File: config.mk
export PLATFORM = sky130hd
export DESIGN_NAME = slot_pool_alloc
export DESIGN_NICKNAME = d
export VERILOG_FILES = /design/src/rtl/slot_alloc_pkg.sv /design/src/rtl/slot_finder.sv /design/src/rtl/region_count.sv /design/src/rtl/slot_pool_alloc.sv
export SDC_FILE = /design/constraint.sdc
export NUM_CORES = 1
export LEC_CHECK = 0
export BUFFER_PORTS_ARGS = -buffer_cell sky130_fd_sc_hd__buf_2
export CORE_ASPECT_RATIO = 0.8
export CORE_MARGIN = 4
export CORE_UTILIZATION = 62
export DETAILED_ROUTE_END_ITERATION = 8
export GPL_TIMING_DRIVEN = 0
export PLACE_DENSITY = 0.87
export SYNTH_ARGS = -nofsm -noshare
export SYNTH_HDL_FRONTEND = slang
export SYNTH_SLANG_ARGS = --single-unit
File: constraint.sdc
create_clock -name clk -period 10.8 [get_ports clk]
set_input_delay 1.62 -clock clk [delete_from_list [all_inputs] [get_ports clk]]
set_output_delay 1.62 -clock clk [all_outputs]
set_load 0.02 [all_outputs]
File: src/rtl/slot_alloc_pkg.sv
package slot_alloc_pkg;
  typedef enum logic {
    CAT_RX = 1'b0,
    CAT_TX = 1'b1
  } slot_cat_e;
endpackage

File: src/rtl/slot_finder.sv
// Lowest free slot at or above index LO.
module slot_finder #(
  parameter int N     = 16,
  parameter int LO    = 0,
  parameter int IDX_W = $clog2(N)
) (
  input  logic [N-1:0]     busy,
  output logic             found,
  output logic [IDX_W-1:0] idx
);
  always_comb begin
    found = 1'b0;
    idx   = '0;
    for (int i = N - 1; i >= LO; i--) begin
      if (!busy[i]) begin
        found = 1'b1;
        idx   = IDX_W'(i);
      end
    end
  end
endmodule

File: src/rtl/region_count.sv
// Population count of busy flags in [LO, HI].
module region_count #(
  parameter int N   = 16,
  parameter int LO  = 0,
  parameter int HI  = 3,
  parameter int W   = $clog2(HI - LO + 2)
) (
  input  logic [N-1:0] busy,
  output logic [W-1:0] count
);
  always_comb begin
    count = '0;
    for (int i = LO; i <= HI; i++) begin
      count = count + W'(busy[i]);
    end
  end
endmodule

File: src/rtl/slot_pool_alloc.sv
module slot_pool_alloc #(
  parameter int POOL_SIZE = 16,
  localparam int QUARTER  = POOL_SIZE / 4,
  localparam int IDX_W    = $clog2(POOL_SIZE),
  localparam int RXC_W    = $clog2(QUARTER + 1),
  localparam int TXC_W    = $clog2(POOL_SIZE - QUARTER + 1)
) (
  input  logic             clk,
  input  logic             rst_n,
  input  logic             alloc_valid,
  output logic             alloc_ready,
  input  logic             alloc_cat,
  output logic             resp_valid,
  input  logic             resp_ready,
  output logic             resp_ok,
  output logic             resp_cat,
  output logic [IDX_W-1:0] resp_idx,
  input  logic             free_valid,
  input  logic             free_scratch,
  input  logic [IDX_W-1:0] free_idx,
  input  logic             scratch_take,
  output logic             scratch_busy,
  output logic             dbl_free_err,
  output logic [RXC_W-1:0] rx_busy_cnt,
  output logic [TXC_W-1:0] tx_busy_cnt
);
  import slot_alloc_pkg::*;

  if (POOL_SIZE < 4 || (POOL_SIZE % 4) != 0) begin : g_bad_size
    $error("POOL_SIZE must be a multiple of 4 and at least 4");
  end

  logic [POOL_SIZE-1:0] busy_q;
  logic [POOL_SIZE-1:0] free_clr;
  logic [POOL_SIZE-1:0] busy_after_free;
  logic [POOL_SIZE-1:0] grant_set;
  logic                 pool_free_req;
  logic                 free_hit;
  logic                 accept;
  slot_cat_e            req_cat;

  logic             rx_found, tx_found, sel_found;
  logic [IDX_W-1:0] rx_idx, tx_idx, sel_idx;

  // Free decode: a one-hot clear mask, empty for the scratch slot.
  assign pool_free_req = free_valid && !free_scratch;

  always_comb begin
    for (int i = 0; i < POOL_SIZE; i++) begin
      free_clr[i] = pool_free_req && (free_idx == IDX_W'(i));
    end
  end

  assign free_hit        = |(busy_q & free_clr);
  assign busy_after_free = busy_q & ~free_clr;

  // Two searches over the post-free view: the whole pool and the shared region.
  slot_finder #(.N(POOL_SIZE), .LO(0), .IDX_W(IDX_W)) u_find_rx (
    .busy  (busy_after_free),
    .found (rx_found),
    .idx   (rx_idx)
  );

  slot_finder #(.N(POOL_SIZE), .LO(QUARTER), .IDX_W(IDX_W)) u_find_tx (
    .busy  (busy_after_free),
    .found (tx_found),
    .idx   (tx_idx)
  );

  assign req_cat   = slot_cat_e'(alloc_cat);
  assign sel_found = (req_cat == CAT_TX) ? tx_found : rx_found;
  assign sel_idx   = (req_cat == CAT_TX) ? tx_idx : rx_idx;

  assign alloc_ready = !resp_valid || resp_ready;
  assign accept      = alloc_valid && alloc_ready;

  always_comb begin
    for (int i = 0; i < POOL_SIZE; i++) begin
      grant_set[i] = accept && sel_found && (sel_idx == IDX_W'(i));
    end
  end

  // Busy flags: the free clears first, then the grant sets in the same edge.
  always_ff @(posedge clk or negedge rst_n) begin
    if (!rst_n) begin
      busy_q <= '0;
    end else begin
      busy_q <= busy_after_free | grant_set;
    end
  end

  // Response stage held under back-pressure.
  always_ff @(posedge clk or negedge rst_n) begin
    if (!rst_n) begin
      resp_valid <= 1'b0;
      resp_ok    <= 1'b0;
      resp_cat   <= 1'b0;
      resp_idx   <= '0;
    end else if (accept) begin
      resp_valid <= 1'b1;
      resp_ok    <= sel_found;
      resp_cat   <= alloc_cat;
      resp_idx   <= sel_found ? sel_idx : '0;
    end else if (resp_ready) begin
      resp_valid <= 1'b0;
    end
  end

  // Scratch slot: a release and a claim on one edge leave it claimed.
  always_ff @(posedge clk or negedge rst_n) begin
    if (!rst_n) begin
      scratch_busy <= 1'b0;
    end else if (scratch_take) begin
      scratch_busy <= 1'b1;
    end else if (free_valid && free_scratch) begin
      scratch_busy <= 1'b0;
    end
  end

  always_ff @(posedge clk or negedge rst_n) begin
    if (!rst_n) begin
      dbl_free_err <= 1'b0;
    end else if (pool_free_req && !free_hit) begin
      dbl_free_err <= 1'b1;
    end
  end

  region_count #(.N(POOL_SIZE), .LO(0), .HI(QUARTER - 1), .W(RXC_W)) u_cnt_rx (
    .busy  (busy_q),
    .count (rx_busy_cnt)
  );

  region_count #(.N(POOL_SIZE), .LO(QUARTER), .HI(POOL_SIZE - 1), .W(TXC_W)) u_cnt_tx (
    .busy  (busy_q),
    .count (tx_busy_cnt)
  );
endmodule

==> impl_metrics.csv, run 1 <==
group,metric,value,unit
yosys,syn_nets,254,
sta,max_freq,187,MHz
setup_path,path_class,"reg -> out",
detailed_routing,vias_per_cell,6.49,
clock_network,cts_hold_buf,0,
pwr,p_leak,0.949,nW
yosys,synth_top_family_by_area,"compound AO/OA/AOI/OAI gates",
floorplan,ios,29,
cells_and_area,ff_latch_area,626,sq um
detailed_routing,ant_nets,0,
yosys,synth_flop_cell,"dfrtp_1",
yosys,netlist_area,1960,sq um
setup_path,crit_family,"adder cells",
clock_network,htreeDepth,1,
yosys,muxShareOfSynthArea,2.10,%
cells_and_area,fin_util,75.7,%
yosys,seq_area_frac_synth,31.9,%
clock_network,clock_sinks,25,
grt,grt_pass1_vias,1766,
place,dp_hpwl,4010,um
yosys,syn_area_per_cell,8.61,sq um
sta,post-route-period-util,49.6,%
floorplan,die_w,70.9,um
floorplan,coreArea,2890,sq um
grt,grt_max_degree,26,
yosys,synth_xor_area_share,1.34,%
sta,rsz0062_at_grt,"false",
detailed_routing,drt_wl_total,5230,um
sta,worstMarginPinSlew,0.695,ns
clock_network,max-clock-path-buffers,2,
yosys,syn_inst,228,
clock_network,ctsRootBufferMaster,"clkbuf_8",
run_status,status,"completed",
floorplan,dieArea,4140,sq um
run,drv_cap,0,
detailed_routing,num_vias,1921,
sta,tns,0,ns
sta,skew,0.00464,ns
cells_and_area,layout_commonest_cell,"nand2_1",
sta,setup_viol,0,
yosys,ys_seq_elements,25,
cells_and_area,mostFrequentLayoutCells,"nand2_1 (30), buf_2 (28), o21ai_0 (26), dfrtp_1 (25), inv_1 (20)",
setup_path,path_max_fanout,7,
setup_path,cp_common_cell,"fa_1",
detailed_routing,dr.pass1.iters,6,
setup_path,start_kind,"flop",
place,portBuffers,26,
grt,grt_pass1_wl,8600,um
yosys,synth_edf_count,0,
pwr,ir_worst_vdd,0.277,mV
grt,grt_usage,26.4,%
setup_path,endpoint_kind,"output port",
yosys,synthAdderAreaFrac,12.0,%
cells_and_area,final_cells,296,
cells_and_area,drive_above_1_share,14.3,%
sta,timing.final.hold_violations,0,
yosys,yosys.cell_types.count,52,
setup_path,crit_chain,"ha_1 -> inv_1 -> fa_1 -> fa_1 -> fa_1 -> inv_1 -> fa_1 -> fa_1 -> xor2_1 -> buf_2",
yosys,async_flop_share,100,%
sta,slew_headroom,53.0,%
cells_and_area,n_fill_cell,226,
setup_path,cp.required,9.18,ns
detailed_routing,drt-initial-drc-count,307,
place,placed_cells,292,
clock_network,cts_tree,"done",
floorplan,fp.dieH,58.3,um
pwr,power_density,322,nW/um^2
floorplan,start_util,67.9,%
place,postPlaceCellArea,2140,sq um
cells_and_area,postLayoutCellArea,2190,sq um
clock_network,ctsResizeCount,0,
cells_and_area,fin_nets,285,
place,gp_congestion,0.980,
min_path,hold_path.class,"reg -> reg",
clock_network,insertion_delay,0.28,ns
setup_path,slowest_stage,"fa_1",
setup_path,r2r_setup_slack,8.72,ns
clock_network,clkTransAtPathRegs,0.10,ns
grt,overflow,0,
detailed_routing,drcViolationCount,0,
sta,slew_violations,0,
yosys,synth_compound_area_share,25.6,%
setup_path,arrival,3.74,ns
yosys,synth-simple-area-share,20.1,%
cells_and_area,multi_input_area,1200,sq um
clock_network,numCtsBuffers,3,
yosys,yosysWarningCount,0,
detailed_routing,wl_per_cell,17.7,um
setup_path,slowest_delay,0.50,ns
floorplan,core.rowCount,17,
sta,finalCriticalPeriod,5.36,ns
cells_and_area,n_antenna_cell,0,
cells_and_area,areaGrowthSynthToFinish,11.6,%
clock_network,post_cts_buffers,0,
setup_path,path_buf_inv,3,
grt,grt_antenna_before_repair,0,
## through the flow
stage / power [mW] / hold WS, ns / worst slack (ns)
6_report: 0.706 / 0.478 / 5.44
5_1_grt: 0.769 / 0.501 / 5.29
4_1_cts: 0.708 / 0.482 / 5.45
3_5_place_dp: 0.648 / 0.459 / 5.76
3_3_place_gp: 0.634 / 0.449 / 5.81
2_1_floorplan: 0.531 / 0.495 / 5.86
## where the power goes
| part | total [mW] | internal [mW] | switching, mW |
|---|---|---|---|
| clock | 0.0606 | 0.0271 | 0.0335 |
| combinational | 0.489 | 0.185 | 0.304 |
| sequential | 0.156 | 0.120 | 0.0363 |
## cells by family after synthesis
logic type,after synthesis
adders and majority gates,14
and+or+nand+nor,76
xor gates and xnor gates,3
AOI/OAI and AO/OA,74
DFF,25
buffers and inverters,32
muxes,4
## per-layer routing
metal | vias up | wire length (um) | global-route usage, %
met1 | 879 | 2110 | 35.7
met5 | - | 0 | 0
met2 | 136 | 2300 | 39.9
met3 | 21 | 689 | 9.56
met4 | 0 | 129 | 8.58
li1 | 885 | - | -
## path summary, 6_finish.rpt
path	from	to	depth (start not counted)
min in group asynchronous	rst_n	scratch_busy$_DFFE_PN0P_	1
hold / removal	scratch_busy$_DFFE_PN0P_	scratch_busy$_DFFE_PN0P_	1
setup reg to reg	busy_q[14]$_DFF_PN0_	busy_q[10]$_DFF_PN0_	7
setup / recovery	busy_q[4]$_DFF_PN0_	tx_busy_cnt[2]	10
hold reg to reg	scratch_busy$_DFFE_PN0P_	scratch_busy$_DFFE_PN0P_	1
max in group asynchronous	rst_n	busy_q[12]$_DFF_PN0_	1
## registers in the layout, summed over array words and instances (netlist names)
name and cells:
resp_cat 1, scratch_busy 1, resp_ok 1, resp_idx 4, busy_q 16, resp_valid 1
dbl_free_err 1
## synthesized netlist by cell type (3+ instances only)
cell / number / area [sq um]
inv_1: 20 / 75.1
o31ai_1: 6 / 45.0
dfrtp_1: 25 / 626
nand2_1: 30 / 113
o21ai_0: 26 / 130
xor2_1: 3 / 26.3
a211oi_1: 3 / 22.5
o22ai_1: 3 / 18.8
nor3b_1: 4 / 30.0
fa_1: 8 / 160
ha_1: 6 / 75.1
clkbuf_1: 6 / 22.5
mux2i_1: 3 / 30.0
a21oi_1: 6 / 30.0
nor3_1: 7 / 35.0
nor2_1: 10 / 37.5
nand3_1: 3 / 15.0
a21o_1: 5 / 37.5
nand2b_1: 5 / 31.3
nor2b_1: 5 / 31.3
## cell type report
cell class              count  share of cell area [%]
repair buffers             26                    5.94
inverters                  20                    3.43
clock inverters             1                   0.400
well taps                  38                    2.17
clock buffers               3                    1.88
flip-flops and latches     25                    28.6
plain buffers              12                    2.86
multi-input cells         171                    54.8
## worst register-to-register path: stages (launching register included)
cell	delay, ns
dfrtp_1	0.47
inv_1	0.12
a2111oi_0	0.39
a211oi_1	0.11
o22ai_1	0.25
clkbuf_1	0.36
nand2b_1	0.17
o21ai_0	0.08
Power figures use the tool's default switching activity.
==> run 2, diff against run 1 <==
ABC_AREA = 1   (was not set)
CORE_UTILIZATION = 51   (was 62)
PLACE_DENSITY = 0.77   (was 0.87)
clock period = 4.8 ns   (was 10.8 ns; I/O delays follow)
==> run 2 against run 1 <==
- sequential share of layout area increased by 1.5 points
- count of clock-buffer cells in the layout unchanged
- register-to-register slack got worse by 5.8 ns
- sequential power grew 110%
- non-clock buffer count is 9 lower
- combinational power rose by 110%
- synthesized cell count increased by 7.5%
- highest routed layer unchanged
==> impl_metrics.csv, run 2 <==
group,metric,value,unit
pwr,report.power.total,1.48,mW
yosys,synth_flop_cell,"dfrtp_1",
sta,max_freq,229,MHz
sta,slew_violations,0,
floorplan,ios,29,
pwr,p_leak,1.10,nW
sta,worstMarginPinSlew,0.559,ns
cells_and_area,areaGrowthSynthToFinish,13.0,%
setup_path,r2r_setup_slack,2.88,ns
sta,rsz0062_at_grt,"false",
setup_path,path_class,"reg -> out",
setup_path,slowest_stage,"fa_1",
yosys,synth_top_cell_by_area,"dfrtp_1",
detailed_routing,drt_wl_total,4220,um
place,dp_hpwl,3410,um
clock_network,htreeDepth,1,
yosys,syn_nets,271,
sta,slew_headroom,62.7,%
setup_path,start_kind,"flop",
detailed_routing,dr.pass1.iters,4,
yosys,async_flop_share,100,%
grt,grt_pass1_wl,6770,um
yosys,syn_area_per_cell,7.51,sq um
yosys,synth_edf_count,0,
sta,skew,0.00231,ns
cells_and_area,regMostFlops,"busy_q",
detailed_routing,drt-initial-drc-count,181,
setup_path,arrival,3.64,ns
clock_network,ctsResizeCount,0,
sta,tns,0,ns
detailed_routing,vias_per_cell,5.09,
detailed_routing,num_vias,1623,
clock_network,insertion_delay,0.27,ns
clock_network,clock_sinks,25,
yosys,netlist_area,1840,sq um
sta,finalCriticalPeriod,4.36,ns
grt,grt_usage,19.6,%
sta,timing.final.hold_violations,0,
cells_and_area,largest_reg_flops,16,
setup_path,path_max_fanout,3,
cells_and_area,n_fill_cell,333,
floorplan,coreArea,3450,sq um
clock_network,max-clock-path-buffers,2,
grt,grt_antenna_before_repair,0,
pwr,power_density,711,nW/um^2
clock_network,cts_hold_buf,0,
yosys,synth_common_cells,"nand2_1 (74), inv_1 (38), dfrtp_1 (25), nand3_1 (18), nor2_1 (16)",
yosys,syn_inst,245,
yosys,synth_top_area_share,34.0,%
floorplan,fp.dieH,61.7,um
floorplan,start_util,53.4,%
cells_and_area,n_antenna_cell,0,
cells_and_area,fin_nets,304,
clock_network,clkTransAtPathRegs,0.09,ns
clock_network,ctsRootBufferMaster,"clkbuf_8",
cells_and_area,top_regs,"busy_q: 16 flops, resp_idx: 4 flops",
floorplan,dieArea,4640,sq um
floorplan,core.rowCount,19,
grt,grt_pass1_vias,1478,
cells_and_area,mostFrequentLayoutCells,"nand2_1 (74), inv_1 (38), buf_2 (28), dfrtp_1 (25), nand3_1 (18)",
yosys,ys_seq_elements,25,
setup_path,cp_common_cell,"fa_1",
yosys,yosys.cell_types.count,33,
setup_path,slowest_delay,0.50,ns
detailed_routing,wl_per_cell,13.2,um
setup_path,endpoint_kind,"output port",
setup_path,crit_chain,"ha_1 -> inv_1 -> fa_1 -> fa_1 -> fa_1 -> inv_1 -> fa_1 -> fa_1 -> xor2_1 -> buf_2",
yosys,synth.most_common_cell,"nand2_1",
setup_path,cp.required,4.08,ns
run,drv_cap,0,
place,gp_congestion,0.933,
min_path,hold_path.class,"in -> async",
cells_and_area,layout_commonest_cell,"nand2_1",
clock_network,post_cts_buffers,0,
yosys,synthTopCellsByArea,"dfrtp_1 (34%), nand2_1 (15%), fa_1 (8.7%)",
pwr,ir_worst_vdd,0.388,mV
detailed_routing,ant_nets,0,
grt,grt_max_degree,26,
clock_network,numCtsBuffers,3,
sta,setup_viol,0,
sta,post-route-period-util,90.8,%
cells_and_area,drive_above_1_share,22.4,%
run_status,status,"completed",
floorplan,die_w,75.2,um
place,portBuffers,28,
detailed_routing,drcViolationCount,0,
clock_network,cts_tree,"done",
grt,overflow,0,
yosys,yosysWarningCount,0,
yosys,seq_area_frac_synth,34.0,%
[run 2: final timing paths]
check / startpoint / end / depth (start not counted)
max: busy_q[4]$_DFF_PN0_ / tx_busy_cnt[2] / 10
min: rst_n / dbl_free_err$_DFFE_PN0P_ / 1
max reg2reg: busy_q[13]$_DFF_PN0_ / busy_q[1]$_DFF_PN0_ / 11
min reg2reg: dbl_free_err$_DFFE_PN0P_ / dbl_free_err$_DFFE_PN0P_ / 1
max in group asynchronous: rst_n / resp_idx[0]$_DFFE_PN0P_ / 1
min in group clk: dbl_free_err$_DFFE_PN0P_ / dbl_free_err$_DFFE_PN0P_ / 1
[run 2: critical path: cells and delay by family, from the launching register on]
kind | cells | cell delay (ns)
flip-flops | 1 | 0.42
buffers and inverters | 3 | 0.30
XOR/XNOR | 1 | 0.13
adder cells (fa/ha/maj) | 6 | 2.52
[run 2: cell type report]
class,instances,area [sq um],area share [%]
multi-input combinational,173,1040,49.9
sequential,25,626,30.1
inverter,46,173,8.30
timing repair buffer,28,140,6.74
tap,42,52.6,2.53
clock buffer,3,41.3,1.99
clock inverter,1,5.00,0.241
buffer,1,3.75,0.181
[run 2: power by group]
part	switching, mW	internal [mW]	total, mW
sequential	0.0532	0.273	0.327
clock	0.0667	0.0581	0.125
combinational	0.681	0.346	1.03
total	0.801	0.677	1.48
[run 2: kinds of logic (layout without fill, tap and decap cells)]
family	count (synthesis)	in the layout	synth area share (%)
adder cells (fa/ha/maj)	14	14	12.8
AND/OR/NAND/NOR	137	137	35.1
XOR/XNOR	1	1	0.476
AO/OA/AOI/OAI	21	21	8.09
flip-flops	25	25	34.0
buffers and inverters	47	79	9.59
[run 2: metrics by stage]
| stage | instances | instance area, sq um | utilization (%) | setup WS [ns] | hold WS [ns] |
|---|---|---|---|---|---|
| floorplan | 245 | 1840 | - | 0.814 | 0.424 |
| global placement | 315 | 2030 | 59.0 | 0.791 | 0.458 |
| detailed placement | 315 | 2030 | 59.0 | 0.767 | 0.458 |
| CTS | 319 | 2080 | 60.3 | 0.463 | 0.453 |
| global route | 319 | 2080 | 60.3 | 0.368 | 0.475 |
| finish | 319 | 2080 | 60.3 | 0.442 | 0.428 |
[run 2: metal layers]
layer / up-vias / track usage [%] / part of all wire (%)
met5: - / 0 / 0
met4: 0 / 5.24 / 1.4
met3: 10 / 4.50 / 7.4
met2: 46 / 29.4 / 43
met1: 735 / 28.8 / 48
li1: 832 / - / -
